File: src/rtl/split_ripple_pkg.sv
// Package: split_ripple_pkg
// Default sizing shared by the split-section ripple counter and its checker.
// Assumes: every consumer imports these values as parameter defaults only.
package split_ripple_pkg;
    localparam int unsigned DEF_CHAIN_BITS  = 3;  // stages in the chained section
    localparam int unsigned DEF_SYNC_STAGES = 2;  // input synchronizer flops
    localparam int unsigned DEF_HOLD_CYCLES = 2;  // clock edges a clear is held after release
endpackage

File: src/rtl/edge_fall_sense.sv
// Module: edge_fall_sense
// Brings an asynchronous count input into the clock domain and raises `fall`
// for exactly one cycle after a high-to-low transition has been seen.
// Assumes: the input stays at each level for at least one clock period, and
// SYNC_STAGES >= 1. `flush` empties the history asynchronously, so transitions
// seen while it is high are dropped.
module edge_fall_sense #(
    parameter int unsigned SYNC_STAGES = 2
) (
    input  logic clk,
    input  logic rst_n,
    input  logic flush,
    input  logic din,
    output logic fall
);
    localparam int unsigned HIST_W = SYNC_STAGES + 1;

    logic [HIST_W-1:0] hist;

    // Shift the sampled input through the synchronizer and one history flop.
    always_ff @(posedge clk or posedge flush) begin
        if (flush) begin
            hist <= '0;
        end else if (!rst_n) begin
            hist <= '0;
        end else begin
            hist <= {hist[HIST_W-2:0], din};
        end
    end

    // Falling edge: the older sample is high and the newer one is low.
    assign fall = hist[HIST_W-1] & ~hist[HIST_W-2];
endmodule

File: src/rtl/clear_release_sync.sv
// Module: clear_release_sync
// Turns the combined clear request into a hold signal. The hold rises at once
// with the request and falls HOLD_CYCLES clock edges after the request drops.
// Assumes: HOLD_CYCLES >= 1; a synchronous reset also raises the hold.
module clear_release_sync #(
    parameter int unsigned HOLD_CYCLES = 2
) (
    input  logic clk,
    input  logic rst_n,
    input  logic clr_raw,
    output logic hold
);
    logic [HOLD_CYCLES-1:0] shreg;

    // Fill with ones on a clear or reset, then drain one position per edge.
    always_ff @(posedge clk or posedge clr_raw) begin
        if (clr_raw) begin
            shreg <= '1;
        end else if (!rst_n) begin
            shreg <= '1;
        end else begin
            shreg <= shreg << 1;
        end
    end

    assign hold = shreg[HOLD_CYCLES-1];
endmodule

File: src/rtl/count_stage.sv
// Module: count_stage
// One divide-by-two stage. It inverts on each `step` pulse and reports a
// registered falling transition of its own output on `fell`, which the next
// stage uses as its step.
// Assumes: `clr` is an asynchronous, active-high hold that forces the stage
// and its history to zero.
module count_stage (
    input  logic clk,
    input  logic rst_n,
    input  logic clr,
    input  logic step,
    output logic q,
    output logic fell
);
    logic q_d;

    // Toggle on step and remember the previous output for fall detection.
    always_ff @(posedge clk or posedge clr) begin
        if (clr) begin
            q   <= 1'b0;
            q_d <= 1'b0;
        end else if (!rst_n) begin
            q   <= 1'b0;
            q_d <= 1'b0;
        end else begin
            if (step) begin
                q <= ~q;
            end
            q_d <= q;
        end
    end

    assign fell = q_d & ~q;
endmodule

File: src/rtl/split_ripple_counter.sv
// Module: split_ripple_counter
// Two unconnected counting sections: a lone toggle stage on `toggle_in`, and a
// chain of CHAIN_BITS stages on `chain_in` in which each stage is stepped by
// the falling output of the one below it. The AND of the two clear requests
// clears everything at once; its release follows the system clock.
// Assumes: count inputs are slower than the system clock; external wiring
// of count_q[0] to chain_in selects the full-width mode.
module split_ripple_counter
    import split_ripple_pkg::*;
#(
    parameter int unsigned CHAIN_BITS  = DEF_CHAIN_BITS,
    parameter int unsigned SYNC_STAGES = DEF_SYNC_STAGES,
    parameter int unsigned HOLD_CYCLES = DEF_HOLD_CYCLES
) (
    input  logic                clk,
    input  logic                rst_n,
    input  logic                toggle_in,
    input  logic                chain_in,
    input  logic                clr_a,
    input  logic                clr_b,
    output logic [CHAIN_BITS:0] count_q
);
    localparam int unsigned OUT_W = CHAIN_BITS + 1;

    logic                  clr_raw;
    logic                  hold;
    logic                  step_lone;
    logic                  step_chain;
    logic                  lone_q;
    logic                  lone_fell;
    logic [CHAIN_BITS-1:0] chain_q;
    logic [CHAIN_BITS-1:0] chain_fell;
    logic [CHAIN_BITS-1:0] chain_step;

    // Clear request: both inputs must be high.
    assign clr_raw = clr_a & clr_b;

    clear_release_sync #(.HOLD_CYCLES(HOLD_CYCLES)) u_hold (
        .clk     (clk),
        .rst_n   (rst_n),
        .clr_raw (clr_raw),
        .hold    (hold)
    );

    edge_fall_sense #(.SYNC_STAGES(SYNC_STAGES)) u_sense_lone (
        .clk   (clk),
        .rst_n (rst_n),
        .flush (hold),
        .din   (toggle_in),
        .fall  (step_lone)
    );

    edge_fall_sense #(.SYNC_STAGES(SYNC_STAGES)) u_sense_chain (
        .clk   (clk),
        .rst_n (rst_n),
        .flush (hold),
        .din   (chain_in),
        .fall  (step_chain)
    );

    count_stage u_lone (
        .clk   (clk),
        .rst_n (rst_n),
        .clr   (hold),
        .step  (step_lone),
        .q     (lone_q),
        .fell  (lone_fell)
    );

    // Chain: stage 0 steps on the input fall, each later stage on the fall below.
    for (genvar gi = 0; gi < CHAIN_BITS; gi++) begin : g_chain
        if (gi == 0) begin : g_first
            assign chain_step[gi] = step_chain;
        end else begin : g_next
            assign chain_step[gi] = chain_fell[gi-1];
        end

        count_stage u_stage (
            .clk   (clk),
            .rst_n (rst_n),
            .clr   (hold),
            .step  (chain_step[gi]),
            .q     (chain_q[gi]),
            .fell  (chain_fell[gi])
        );
    end

    // Output packing: lone stage at bit 0, chain above it.
    assign count_q = OUT_W'({chain_q, lone_q});

    // The lone stage's fall is not routed internally; mode is set by wiring.
    logic unused_lone_fell;
    assign unused_lone_fell = lone_fell;
endmodule

File: config.mk
export PLATFORM = sky130hd
export DESIGN_NAME = split_ripple_counter
export DESIGN_NICKNAME = d
export VERILOG_FILES = /design/src/rtl/split_ripple_pkg.sv /design/src/rtl/edge_fall_sense.sv /design/src/rtl/clear_release_sync.sv /design/src/rtl/count_stage.sv /design/src/rtl/split_ripple_counter.sv
export SDC_FILE = /design/constraint.sdc
export NUM_CORES = 1
export LEC_CHECK = 0
export BUFFER_PORTS_ARGS = -buffer_cell sky130_fd_sc_hd__clkbuf_2
export CORE_MARGIN = 2
export CORE_UTILIZATION = 47
export DETAILED_ROUTE_END_ITERATION = 8
export PLACE_DENSITY = 0.71
export SYNTH_ARGS = -nofsm -noshare
export SYNTH_HDL_FRONTEND = slang
export SYNTH_HIERARCHICAL = 1
export SYNTH_SLANG_ARGS = --single-unit
File: constraint.sdc
create_clock -name clk -period 0.8 [get_ports clk]
set_input_delay 0.08 -clock clk [delete_from_list [all_inputs] [get_ports clk]]
set_output_delay 0.08 -clock clk [all_outputs]
set_load 0.01 [all_outputs]
Yosys cells after proc, flatten, opt, wreduce, memory -nomap -nowiden:

Cells that the tools add are included.

* add/subtract/negate cells: 0
* multipliers: 0
* divide/modulo/power cells: 0
* order comparisons: 0
* eq/ne operators: 4
* shift-type cells: 0
* muxes and demuxes: 13
* bitwise logic cells: 11
* reduce and logical (&&, ||, !) cells: 0

Operator list (count)
* $mux 1: 10
* $ne 2x1->1 const B: 4
* $mux 3: 2
* $not 1->1: 6
* $and 1x1->1: 5
* $mux 2: 1

* flip-flop bits (word level): 14
* bits in latches: 0
* RAM bits: 0
* bits in read-only memories: 0
* input bits: 6
* output and inout port bits: 4
* word-level logic and storage cells: 37
* memories: 0

Logic depth before layout (Yosys ltp):

* depth after elaboration: 4
* mapped depth: 3
* depth with buffers taken out: 3

Hierarchy:

Netlist, hierarchy kept.

By module, submodules not included
* count_stage: times used 4, cells an instance 7, area an instance 85.1 µm², seq. area each 50.0 µm²
* edge_fall_sense: times used 2, cells an instance 8, area an instance 107.6 µm², seq. area each 75.1 µm²
* clear_release_sync: times used 1, cells an instance 5, area an instance 66.3 µm², seq. area each 52.6 µm²
* split_ripple_counter: times used 1, cells an instance 2, area an instance 13.8 µm², seq. area each 0.0 µm²

Worst setup path before layout:

Ideal clock, no wire load.

* path kind: register -> register
* start: register g_chain[0].u_stage.q
* end: register g_chain[1].u_stage.q
* library setup time: 0.119 ns
* arrival time: 0.905 ns
* data required time: 0.681 ns
* slack: -0.224 ns
* stages on the path, launching flop included: 4
* buffers on the path: 0
* period minus slack after synthesis: 1.024 ns
* cells stage by stage: dfrtp_1 > and2b_2 > xor2_1 > and2_1

* word-level cells in the longest chain between the ends: 3

Ends and longest elaborated chain
* start: declaration: RTL line count_stage.sv:12 `output logic q,`
* start signal: assignment: RTL line count_stage.sv:27 `q <= ~q;`
* $not 1->1: RTL line count_stage.sv:33 `assign fell = q_d & ~q;`
* $and 1x1->1: RTL line count_stage.sv:33
* via chain_fell[0]: RTL line split_ripple_counter.sv:32 `logic [CHAIN_BITS-1:0] chain_fell;`
* $ne 2x1->1 (no source line)
* end signal: assignment: RTL line count_stage.sv:27
* end: declaration: RTL line count_stage.sv:12

The timed path passes the listed nets, and every way through them passes these cells.
A chain may end at the register's enable or synchronous reset.

Worst setup path after layout:

* start: register g_chain[1].u_stage.q
* end: output port count_q[2]

RTL lines
* end: declaration: RTL line split_ripple_counter.sv:21 `output logic [CHAIN_BITS:0] count_q`

No word-level cell between the ends.

==> impl_metrics.env <==
export IMPL_port_buffers=9
export IMPL_avgSynthCellArea_um2=12.3
export IMPL_ir_worst_vdd_mv=1.43
export IMPL_clk_latency_ns=0.27
export IMPL_cts_tree="yes"
export IMPL_dr_total_vias=326
export IMPL_grt_max_degree=15
export IMPL_drtIter0Drc=5
export IMPL_rows=12
export IMPL_finalCritPeriodShare=1.35
export IMPL_r2r_end="g_chain[2].u_stage/q"
export IMPL_cts_max_path_buffers=2
export IMPL_synth_area_um2=553
export IMPL_area_delta_synth_final_pct=33.5
export IMPL_synth_fp_nets=51
export IMPL_required_ns=0.72
export IMPL_via_per_inst=4.13
export IMPL_violations="negative setup slack"
export IMPL_dp_hpwl_um=507
export IMPL_synthCells=45
export IMPL_drc=0
export IMPL_wl_um=728
export IMPL_fin_tns_setup_ns=-1.36
export IMPL_setup_ws_ns=-0.282
export IMPL_worstPathMaxFanout=2
export IMPL_final_cell_count_no_fill=79
export IMPL_fin_nets=72
export IMPL_period_needed_ns=1.08
export IMPL_firstDrtPassIters=2
export IMPL_worstSetupEndpoint="count_q[2]"
export IMPL_end_kind="output pin"
export IMPL_fmax_mhz=924
export IMPL_fin_skew_ns=0.00117
export IMPL_rsz0062_at_grt="yes"
export IMPL_antennaDiodeCount=0
export IMPL_cp_data_arrival_time_ns=1.00
export IMPL_htreeDepth=1
export IMPL_min_delay_path_class="input port to register"
export IMPL_startpoint_type="register"
export IMPL_grt_pass1_wl_mm=1.22
export IMPL_numCtsBuffers=3
export IMPL_antenna_found_initial=0
export IMPL_dieArea_um2=1470
export IMPL_grt_pass1_vias=322
export IMPL_p_leak_nw=0.450
export IMPL_timing_hold_violations_final=0
export IMPL_p_per_area_nw_per_um2=1810
export IMPL_ant_nets=0
export IMPL_coreArea_um2=1100
export IMPL_routedWlPerCell_um=9.22
export IMPL_yosys_warnings=6
export IMPL_r2r_slack_ns=-0.25
export IMPL_finalInstanceArea_um2=738
export IMPL_worstMarginPinSlew_ns=0.203
export IMPL_reg2reg_from="g_chain[1].u_stage/q"
export IMPL_cts_root_buffer="clkbuf_4"
export IMPL_start_util=0.505
export IMPL_grt_usage=0.131
export IMPL_cap_viol_max_count=0
export IMPL_clkSinkCount=14
export IMPL_r2r_cells=4
export IMPL_die_w_um=38.3
export IMPL_p_total_mw=1.34
export IMPL_globalRouteOverflowTotal=0
export IMPL_die_h_um=38.3
export IMPL_drv_slew=0
export IMPL_pin_count=10
export IMPL_gp_congestion=0.604
export IMPL_placed_cell_area_um2=631
export IMPL_slew_headroom=0.865
export IMPL_crit_start="g_chain[1].u_stage/q"
export IMPL_status="finished with violations"
export IMPL_fillers=89
export IMPL_dp_cells=70
export IMPL_setup_viol=9
export IMPL_path_clk_slew_ns=0.08
export IMPL_layout_drive_gt1_share=0.446
export IMPL_criticalPathCategory="register to output pin"
through the flow:
stage               utilization  worst slack, ns  hold slack [ns]
floorplan                     -           -0.206            0.106
global placement          0.575           -0.133            0.129
detailed placement        0.575           -0.140            0.134
CTS                       0.656           -0.284          0.00667
global route              0.674           -0.330           0.0146
finish                    0.674           -0.282           0.0189
layout by cell type (no fill, tap or decap), drive strengths merged:
cell / n
and2: 13
clkbuf: 11
xor2: 4
and2b: 4
dlygate4sd3: 2
nand2b: 1
buf: 8
dfstp: 2
dfrtp: 12
inv: 8
critical path, stage by stage (launching register included):
cell and delay [ns]:
dfrtp_1 0.40, buf_6 0.12, buf_6 0.10, buf_6 0.11
how the worst min path moves through the flow:
stage	slack [ns]	endpoint	start	cells after the start
6_report	0.02	u_sense_lone/hist[0]	toggle_in	2
5_1_grt	0.01	u_sense_lone/hist[0]	toggle_in	2
4_1_cts	0.007	u_sense_lone/hist[0]	toggle_in	2
3_5_place_dp	0.13	g_chain[2].u_stage/q	u_hold/shreg[1]	1
3_3_place_gp	0.13	g_chain[2].u_stage/q	u_hold/shreg[1]	1
2_1_floorplan	0.11	g_chain[2].u_stage/q	u_hold/shreg[1]	1
layer usage:
| metal | part of all wire | GRT usage | vias to the layer above |
|---|---|---|---|
| met3 | 0.041 | 0.0523 | 2 |
| li1 | - | - | 168 |
| met5 | 0 | 0 | - |
| met2 | 0.47 | 0.199 | 8 |
| met1 | 0.48 | 0.143 | 148 |
| met4 | 0.0055 | 0.107 | 0 |
power by group:
part,total [mW],switching (mW),internal [mW]
clock,0.491,0.215,0.276
sequential,0.746,0.0117,0.735
combinational,0.0989,0.0417,0.0573
total,1.34,0.268,1.07
registers in the layout, indices dropped and copies added, names as in the netlist:
name / cells
g_chain.u_stage/q: 3
u_sense_chain/hist: 3
u_sense_lone/hist: 3
g_chain.u_stage/q_d: 2
u_hold/shreg: 2
u_lone/q: 1
repair_timing:
action	in CTS	in global routing
resized for setup	4	4
pin swaps	1	0
hold endpoints to repair	2	0
setup endpoints to repair	8	9
setup buffers	2	1
hold buffers	2	0
final cells by class:
type | instances | area (µm²) | share of cell area
Clock buffer | 4 | 36.3 | 0.0492
Inverter | 8 | 30.0 | 0.0407
Multi-Input combinational cell | 22 | 164 | 0.222
Sequential cell | 14 | 353 | 0.478
Tap cell | 14 | 17.5 | 0.0237
Timing Repair Buffer | 17 | 138 | 0.186
(Power assumes the default switching activity.)
